[src/rtl/vcatch_detect.sv]
module vcatch_detect #(
  parameter int TAG_W = 3,
  parameter int ADDR_W = 32,
  parameter logic [ADDR_W-1:0] HI_BASE = 'hFFFF0000
) (
  input  logic              clk,
  input  logic              rst_n,
  input  logic              pf_valid,
  input  logic [ADDR_W-1:0] pf_addr,
  input  logic [TAG_W-1:0]  pf_tag,
  input  logic              hivec_sel,
  input  logic              halt_mode,
  input  logic              commit_valid,
  input  logic [TAG_W-1:0]  commit_tag,
  input  logic              cancel,
  input  logic              cfg_we,
  input  logic [7:0]        cfg_wdata,
  output logic [7:0]        cfg_rdata,
  output logic              catch_evt
);

  localparam int NVEC  = 8;
  localparam int OFS_W = 5;
  localparam int DEPTH = 1 << TAG_W;
  localparam logic [NVEC-1:0] RSV_MASK = 8'h20;

  logic [NVEC-1:0]  en_q;
  logic [DEPTH-1:0] pend_q, pend_n;
  logic             evt_q;

  wire [ADDR_W-1:0] base     = hivec_sel ? HI_BASE : '0;
  wire              in_table = (pf_addr[ADDR_W-1:OFS_W] == base[ADDR_W-1:OFS_W]) && (pf_addr[1:0] == 2'b00);
  wire [2:0]        vidx     = pf_addr[4:2];
  wire              is_abort = (vidx == 3'd3) || (vidx == 3'd4);
  wire              hit      = pf_valid && in_table && en_q[vidx] && (!is_abort || halt_mode);

  assign cfg_rdata = en_q;
  assign catch_evt = evt_q;

  always_comb begin
    pend_n = pend_q;
    if (commit_valid) pend_n[commit_tag] = 1'b0;
    if (cancel)       pend_n = '0;
    if (pf_valid)     pend_n[pf_tag] = hit;
  end

  always_ff @(posedge clk) begin
    if (!rst_n) begin
      en_q   <= '0;
      pend_q <= '0;
      evt_q  <= 1'b0;
    end else begin
      if (cfg_we) en_q <= cfg_wdata & ~RSV_MASK;
      pend_q <= pend_n;
      evt_q  <= commit_valid && pend_q[commit_tag];
    end
  end

  a_r6_evt_after_commit: assert property (@(posedge clk) disable iff (!rst_n)
    catch_evt |-> $past(commit_valid));

  a_r5_rsv_bit_zero: assert property (@(posedge clk) disable iff (!rst_n)
    cfg_rdata[5] == 1'b0);

  a_r4_abort_needs_halt: assert property (@(posedge clk) disable iff (!rst_n)
    (pf_valid && !halt_mode && in_table && is_abort) |=> !pend_q[$past(pf_tag)]);

  a_r1_misaligned_no_match: assert property (@(posedge clk) disable iff (!rst_n)
    (pf_valid && pf_addr[1:0] != 2'b00) |=> !pend_q[$past(pf_tag)]);

  a_r7_cancel_clears: assert property (@(posedge clk) disable iff (!rst_n)
    (cancel && !pf_valid) |=> (pend_q == '0));

  a_r9_commit_clears: assert property (@(posedge clk) disable iff (!rst_n)
    (commit_valid && !(pf_valid && pf_tag == commit_tag)) |=> !pend_q[$past(commit_tag)]);

endmodule

[config.mk]
export PLATFORM = sky130hd
export DESIGN_NAME = vcatch_detect
export DESIGN_NICKNAME = d
export VERILOG_FILES = /design/src/rtl/vcatch_detect.sv
export SDC_FILE = /design/constraint.sdc
export NUM_CORES = 1
export LEC_CHECK = 0
export ABC_AREA = 1
export CAP_MARGIN = 40
export CORE_UTILIZATION = 41
export CTS_CLUSTER_DIAMETER = 50
export DETAILED_ROUTE_END_ITERATION = 7
export MAX_ROUTING_LAYER = met4
export PLACE_DENSITY = 0.95
export SLEW_MARGIN = 10
export SYNTH_ARGS = -nofsm -noshare
export SYNTH_HDL_FRONTEND = slang
export SYNTH_SLANG_ARGS = --single-unit
[constraint.sdc]
create_clock -name clk -period 2.6 [get_ports clk]
set_clock_uncertainty 0.2 [all_clocks]
set_input_delay 0.78 -clock clk [delete_from_list [all_inputs] [get_ports clk]]
set_output_delay 0.78 -clock clk [all_outputs]
set_load 0.005 [all_outputs]
==> impl.org, run 1 <==
** Drt
- Post-route DRC :: 0
- The count of nets left with antenna violations once routing finished came out at 0.
- The routed design has approximately 3200 um of wire.
- After the first detailed-routing iteration, the DRC count stood at 64.
- Wire per inst :: between 10 and 15 um
- Vias per cell :: between 5 and 6
- Across all layers, the routed design uses 1450 vias.
- DR pass1 iterations :: 5

** CTS
- CTS-repair resized insts :: 0
- TritonCTS built the clock tree.
- Clock latency on the worst-skew pair, taken at its later pin, is 0.29 ns.
- Number of clock buffers inserted by TritonCTS :: 3
- Clock transition time at the flip-flop clock pins of the worst setup and hold paths :: 0.09 ns
- Number of buffers inserted by hold repair at cts :: 0
- The number of setup buffers added after CTS is 0.
- CTS max path bufs :: 2
- CTS built an H-tree with a depth of 1.
- In this run the clock root is driven by a sky130_fd_sc_hd__clkbuf_4.
- Number of clock sinks seen by CTS :: 16

** Critical path
- WP buf/inv :: 1
- By startpoint and endpoint, the worst setup path is classified as in2reg.
- The cell family contributing the most delay on the critical path is simple AND/OR/NAND/NOR gates.
- Maximum single-stage delay on the critical path :: 0.57 ns
- At the worst endpoint, the required time is ~2.6 ns.
- At the worst endpoint, the arrival time is 2.27 ns.
- Cells traversed along the worst timing path :: clkdlybuf4s50_1, nor2_1, nor2_1, nand3_1, nor2_2, nand3_1, a21oi_1
- In this run the worst path has a maximum fanout of 8.
- STA classifies the critical path startpoint as an input pin.
- The worst setup path is captured at a flop.
- Among all stages on the critical path, the largest delay is contributed by sky130_fd_sc_hd__clkdlybuf4s50_1.

** Synth
- Post-synthesis instance area :: around 0.0011 mm^2
- The synthesized design spends more area on one cell type than any other, namely sky130_fd_sc_hd__dfxtp_1.
- Cell with the most instances after synthesis :: sky130_fd_sc_hd__nor2_1
- Number of unique standard cell types used by synthesis :: 22
- Measured against the total synthesized area, the mux share comes to 0.
- Post-synthesis sequential area ratio :: 0.289
- Main combinational cell family by area after synthesis :: simple AND/OR/NAND/NOR gates
- Dominant cells by area after synthesis :: sky130_fd_sc_hd__dfxtp_1, sky130_fd_sc_hd__nor2_1, sky130_fd_sc_hd__nand2_1, sky130_fd_sc_hd__inv_1, sky130_fd_sc_hd__nand3_1
- For this run, the number of Yosys warnings is 0.
- Counting flops with an async set or reset pin after synthesis yields a share of 0.
- Synth Area in Simple Gates :: 0.435
- The number of nets in the synthesized netlist is 247.
- In the synthesized netlist the dominant register cell turns out to be sky130_fd_sc_hd__dfxtp_1.
- Syn_area_per_cell :: approximately 5.8 um^2
- Arithmetic-cell share of the synthesized area counting full adders, half adders and majority gates :: 0
- Top cells by count, synth :: sky130_fd_sc_hd__nor2_1, sky130_fd_sc_hd__nand2_1, sky130_fd_sc_hd__inv_1
- Synth Area in XOR/XNOR :: 0
- Top cell type's share of synthesized area :: 0.289
- The post-synthesis compound-gate area fraction was 0.178.
- Counting every instance in the synthesized netlist gives 193.
- EDFF count, synth :: 0
- Counting flops and latches in the post-synthesis netlist gives 16.

** STA
- Post-route minimum period :: 2.25 ns
- Max-slew violations :: 0
- In the finished design, the share of the clock period the worst path needs comes to 0.864.
- Setup slack after layout :: between 0.3 and 0.4 ns
- The final hold violation count was 0.
- For this run, the top clock speed supported by timing is approximately 0.45 GHz.
- Final count of negative-setup-slack endpoints :: 0
- In the final timing run, aggregate negative setup slack is 0 ns.
- Unrepaired setup endpoints after global routing :: false

** Placed design
- GPL Wtd Cong :: approximately 0.9
- The count of buffers added on input and output ports is 60.
- After legalization and detailed placement, the total HPWL measured around 2500 um.
- Before CTS, the worst setup slack after placement is 0.0791 ns.

** Flow run
- Max-cap violations in this run came to 0.

** Floorplan
- Core area :: 0.00252 mm^2
- Count of boundary I/O pins :: 63
- Row cnt :: 18
- The die covers about 0.0029 mm^2.
- Die Y :: between 50 and 60 um
- Die Span X :: 54.0 um
- For this configuration, the core starts out at a cell density of 0.440.

** GRT
- The number of global-route vias before repair came to around 1300.
- Pin count of the biggest net entering global routing :: 10
- The initial antenna violation count was 0.
- The first global-routing pass estimated a little under 5000 um of wire.
- Summed over all layers, the global routing overflow is 0.
- Across every metal layer, demand over resource in global routing totals 0.226.

** Power and ir drop
- Static power due to leakage :: 0.724 nW
- Highest ir drop seen on vdd :: between 0.2 and 0.3 mV
- For this design the ratio of total power to cell area is ~340 mW/mm^2.

** Finish
- Compared with the post-synthesis result, the final layout area differs by 59.8%.
- Share of cells above drive strength 1 :: 0.0392
- Net count, final :: 310
- For this run, the share of the core covered by cells in the final layout is 0.703.
- The repair_antennas step left the layout with diodes totalling 0.

** Worst hold path
- The worst hold path belongs to the class reg2reg.

** Run status
- Status :: finished clean
cell usage in the layout (no fill, tap or decap), drive strengths merged:
cell           netlist  final
nor2                53     53
clkdlybuf4s50        0     60
clkbuf               1      4
nand2               43     43
nand3               17     17
inv                 24     24
o21a                 1      1
nor3                 1      1
o21ai               10     10
dfxtp               16     16
a41oi                1      1
o2111ai              5      5
clkinv               1      1
o211ai               3      3
and2                 2      2
a21oi               13     13
conb                 1      1
cell type report:
type | instances | area (um^2)
Multi-Input combinational cell | 150 | 684
Timing Repair Buffer | 60 | 601
Clock buffer | 4 | 36.3
Sequential cell | 16 | 320
Fill cell | 215 | 749
Inverter | 25 | 93.8
Tap cell | 30 | 37.5
final timing paths:
| check | startpoint | end | slack (ns) | depth (start not counted) |
|---|---|---|---|---|
| worst min register to register | cfg_rdata[7] | cfg_rdata[7] | 0.29 | 2 |
| worst min-delay path | cfg_rdata[7] | cfg_rdata[7] | 0.29 | 2 |
| worst max register to register | cfg_rdata[7] | pend_q[0] | 1.16 | 8 |
| worst max-delay path | hivec_sel | pend_q[0] | 0.35 | 7 |
report_power, final:
group          switching (mW)  leakage (nW)  internal (mW)
Combinational          0.0706         0.572          0.103
Clock                  0.0811        0.0210         0.0854
Sequential            0.00505         0.131          0.253
through the flow:
step           total power [mW]  std cells  hold slack [ns]  instance area, um^2
2_1_floorplan             0.320        193            0.264                 1110
3_3_place_gp              0.431        281            0.262                 1740
3_5_place_dp              0.435        281            0.273                 1740
4_1_cts                   0.599        285            0.291                 1770
5_1_grt                   0.627        285            0.318                 1770
6_report                  0.598        285            0.294                 1770
logic make-up (layout without fill, tap and decap cells):
logic type      after synthesis  in the layout
simple gates                116            116
compound gates               33             33
buf+inv                      27             89
flops                        16             16
other cells                   1              1
per-layer routing:
metal / GRT usage / routed length [um]
met4: 0.0726 / 39
met2: 0.424 / 1540
met3: 0.0480 / 315
met1: 0.231 / 1270
met5: - / 0
flip-flops by register name, indices dropped and copies added, names as in the netlist:
register / cells
cfg_rdata: 7
catch_evt: 1
pend_q: 8
tightest hold or removal path, cell delays in order, from the launching register on:
cell and delay (ns):
sky130_fd_sc_hd__dfxtp_1 0.32, sky130_fd_sc_hd__inv_1 0.07, sky130_fd_sc_hd__a21oi_1 0.06
Power figures use the tool's default switching activity.
==> inputs of run 2 (changes only) <==
PLACE_DENSITY = 0.81   (was 0.95)
==> run 2 against run 1 <==
Net effect:
- cell area did not move
- combinational power barely moved
- global-route usage fell by 0.70 points
- largest power group unchanged
==> impl.org, run 2 (synthesis results as in run 1) <==
** Power and ir drop
- Highest ir drop seen on vdd :: 0.329 mV (was 0.275 mV)
- The total net switching power is 0.156 mW (was 0.157 mW).
- The areal power density over the cells came to 337 mW/mm^2 (about the same).
- The net switching share of the total power was 0.261 (was 0.262).
- Total Power :: 0.597 mW (was 0.598 mW)
- Static power due to leakage :: 0.724 nW (unchanged)
- The relative contribution of the clock network to total power was 0.280 (was 0.278).
- Internal :: 0.441 mW (about the same)
- The part of the total power dissipated in sequential elements is 0.433 (was 0.432).
- Comb power frac :: 0.287 (was 0.290)

** Critical path
- Critical Path RT :: 2.62 ns (about the same)
- Reg-to-reg critical path startpoint :: cfg_rdata[7] (unchanged)
- WS Path Type :: in2reg (unchanged)
- The launching element type of the critical path is an input pin (unchanged).
- Nature of the critical path endpoint :: flop (unchanged)
- Highest fanout seen on the critical path :: 8 (unchanged)
- Worst setup path startpoint :: hivec_sel (unchanged)
- The arrival time of data at the critical path endpoint was 2.27 ns (about the same).

** Finish
- Net count, final :: 310 (unchanged)
- The most frequent standard cell in the layout excluding fill and tap cells is sky130_fd_sc_hd__clkdlybuf4s50_1 (unchanged).
- Share of cells above drive strength 1 :: 0.0392 (unchanged)
- Top library cells by usage in the layout, fill and taps aside: sky130_fd_sc_hd__clkdlybuf4s50_1, sky130_fd_sc_hd__nor2_1, sky130_fd_sc_hd__nand2_1, sky130_fd_sc_hd__inv_1, sky130_fd_sc_hd__dfxtp_1 (unchanged).
- Number of filler cells placed in the layout :: 227 (was 215)
- The post-synthesis to final-layout area growth is 59.8% (unchanged).
- The number of cells in the finished layout apart from fillers is 285 (unchanged).
- Diode insertion count for antenna repair :: 0 (unchanged)
- Final cell utilization of the core :: 0.703 (unchanged)
- The number of flip-flops under the largest register name came to 8 (unchanged).
- The register ranked first by flip-flop count is pend_q (unchanged).

** Floorplan
- The initial standard-cell utilization of the core came to 0.440 (unchanged).
- The die boundary height came to 54.0 um (unchanged).
- The horizontal die dimension came to 54.0 um (unchanged).
- The area of the core was 0.00252 mm^2 (unchanged).
- Die area :: 0.00292 mm^2 (unchanged)
- The I/O pin count came to 63 (unchanged).
- Row cnt :: 18 (unchanged)

** CTS
- The count of clock tree sinks was 16 (unchanged).
- H-tree Lvls :: 1 (unchanged)
- Cell at the root of the clock tree :: sky130_fd_sc_hd__clkbuf_4 (unchanged)
- Number of setup buffers added after CTS :: 0 (unchanged)
- Latest clock arrival within the worst-skew pair :: 0.29 ns (about the same)
- CTS-repair resized insts :: 0 (unchanged)
- Clock transition time at the flip-flop clock pins of the worst setup and hold paths :: 0.10 ns (was 0.09 ns)
- CTS tree :: done (unchanged)
- The maximum buffer depth of the clock tree came to 2 (unchanged).
- The number of buffers added to fix hold violations after cts is 0 (unchanged).
- Number of clock buffers inserted by TritonCTS :: 3 (unchanged)

** STA
- The final hold violation count came to 0 (unchanged).
- The final hold slack was 0.291 ns (was 0.294 ns).
- The minimum clock period after layout came to 2.24 ns (was 2.25 ns).
- The total negative setup slack was 0 ns (unchanged).
- Max-slew violations :: 0 (unchanged)
- Final count of negative-setup-slack endpoints :: 0 (unchanged)
- The fmax was 0.446 GHz (was 0.445 GHz).
- Unrepaired setup endpoints after global routing :: false (unchanged)
- The post-route clock period utilization was 0.862 (was 0.864).

** Run status
- Status :: finished clean (unchanged)

** Drt
- The detailed-route via count was 1386 (was 1450).
- First DRT Iteration DRCs :: 36 (was 64)
- The total wire length is 3000 um (was 3170 um).
- ANT nets after route :: 0 (unchanged)
- The DRC violation count after routing is 0 (unchanged).
- The mean routed wirelength per cell came to 10.5 um (was 11.1 um).
- DR pass1 iterations :: 4 (was 5)
- The via count normalized by instance count came to 4.86 (was 5.09).

** Placed design
- The estimated wirelength of the detail-placed design is 2380 um (was 2450 um).
- The routability congestion estimate from global placement was 0.915 (was 0.882).
- Port Buffers :: 60 (unchanged)
- Placed cell count :: 281 (unchanged)

** GRT
- The total grt overflow came to 0 (unchanged).
- Vias in the first global route :: 1125 (was 1255)
- The wire length of the first global-routing pass came to 4510 um (was 4810 um).
- The largest net degree at the start of global routing is 10 (unchanged).
- The global router's overall resource usage was 0.219 (was 0.226).
- Number of antenna violations at the first check in global routing :: 0 (unchanged)

** Worst hold path
- The type of the most critical hold path was reg2reg (unchanged).
- HP Start :: cfg_rdata[6] (was cfg_rdata[7])

** Flow run
- The max-cap check violation count is 0 (unchanged).
==> run 2: power groups by stage <==
stage                     logic (mW)  clock network [mW]  registers (mW)
after floorplan               0.0565                   0           0.264
after global placement         0.169                   0           0.264
after detailed placement       0.170                   0           0.264
after CTS                      0.172               0.169           0.258
after global routing           0.191               0.180           0.260
final                          0.171               0.167           0.259
==> run 2: path summary, 6_finish.rpt <==
kind / endpoint / slack (ns) / cells past startpoint
min reg2reg: cfg_rdata[6] / 0.29 / 2
min: cfg_rdata[6] / 0.29 / 2
max: pend_q[6] / 0.36 / 7
max reg2reg: pend_q[0] / 1.15 / 8
==> run 2: final cells by class <==
class	instances	area, um^2	area share
clock buffers	4	36.3	0.0205
inverters	25	93.8	0.0529
multi-input cells	150	684	0.386
flip-flops and latches	16	320	0.181
well taps	30	37.5	0.0212
repair buffers	60	601	0.339
==> run 2: through the flow <==
stage                     cell area (um^2)  setup WS, ns
after CTS                             1770         0.363
after floorplan                       1110         0.820
after global placement                1740         0.101
after global routing                  1770         0.237
final                                 1770         0.358
after detailed placement              1740        0.0753
==> run 2: per-layer routing <==
layer,wire length [um],global-route usage
met5,0,-
met4,4,0.0641
met3,345,0.0395
met2,1290,0.350
met1,1360,0.280
==> run 2: critical path, stage by stage <==
cell                              delay [ns]
sky130_fd_sc_hd__clkdlybuf4s50_1        0.57
sky130_fd_sc_hd__nor2_1                 0.07
sky130_fd_sc_hd__nor2_1                 0.10
sky130_fd_sc_hd__nand3_1                0.12
sky130_fd_sc_hd__nor2_2                 0.34
sky130_fd_sc_hd__nand3_1                0.14
sky130_fd_sc_hd__a21oi_1                0.14
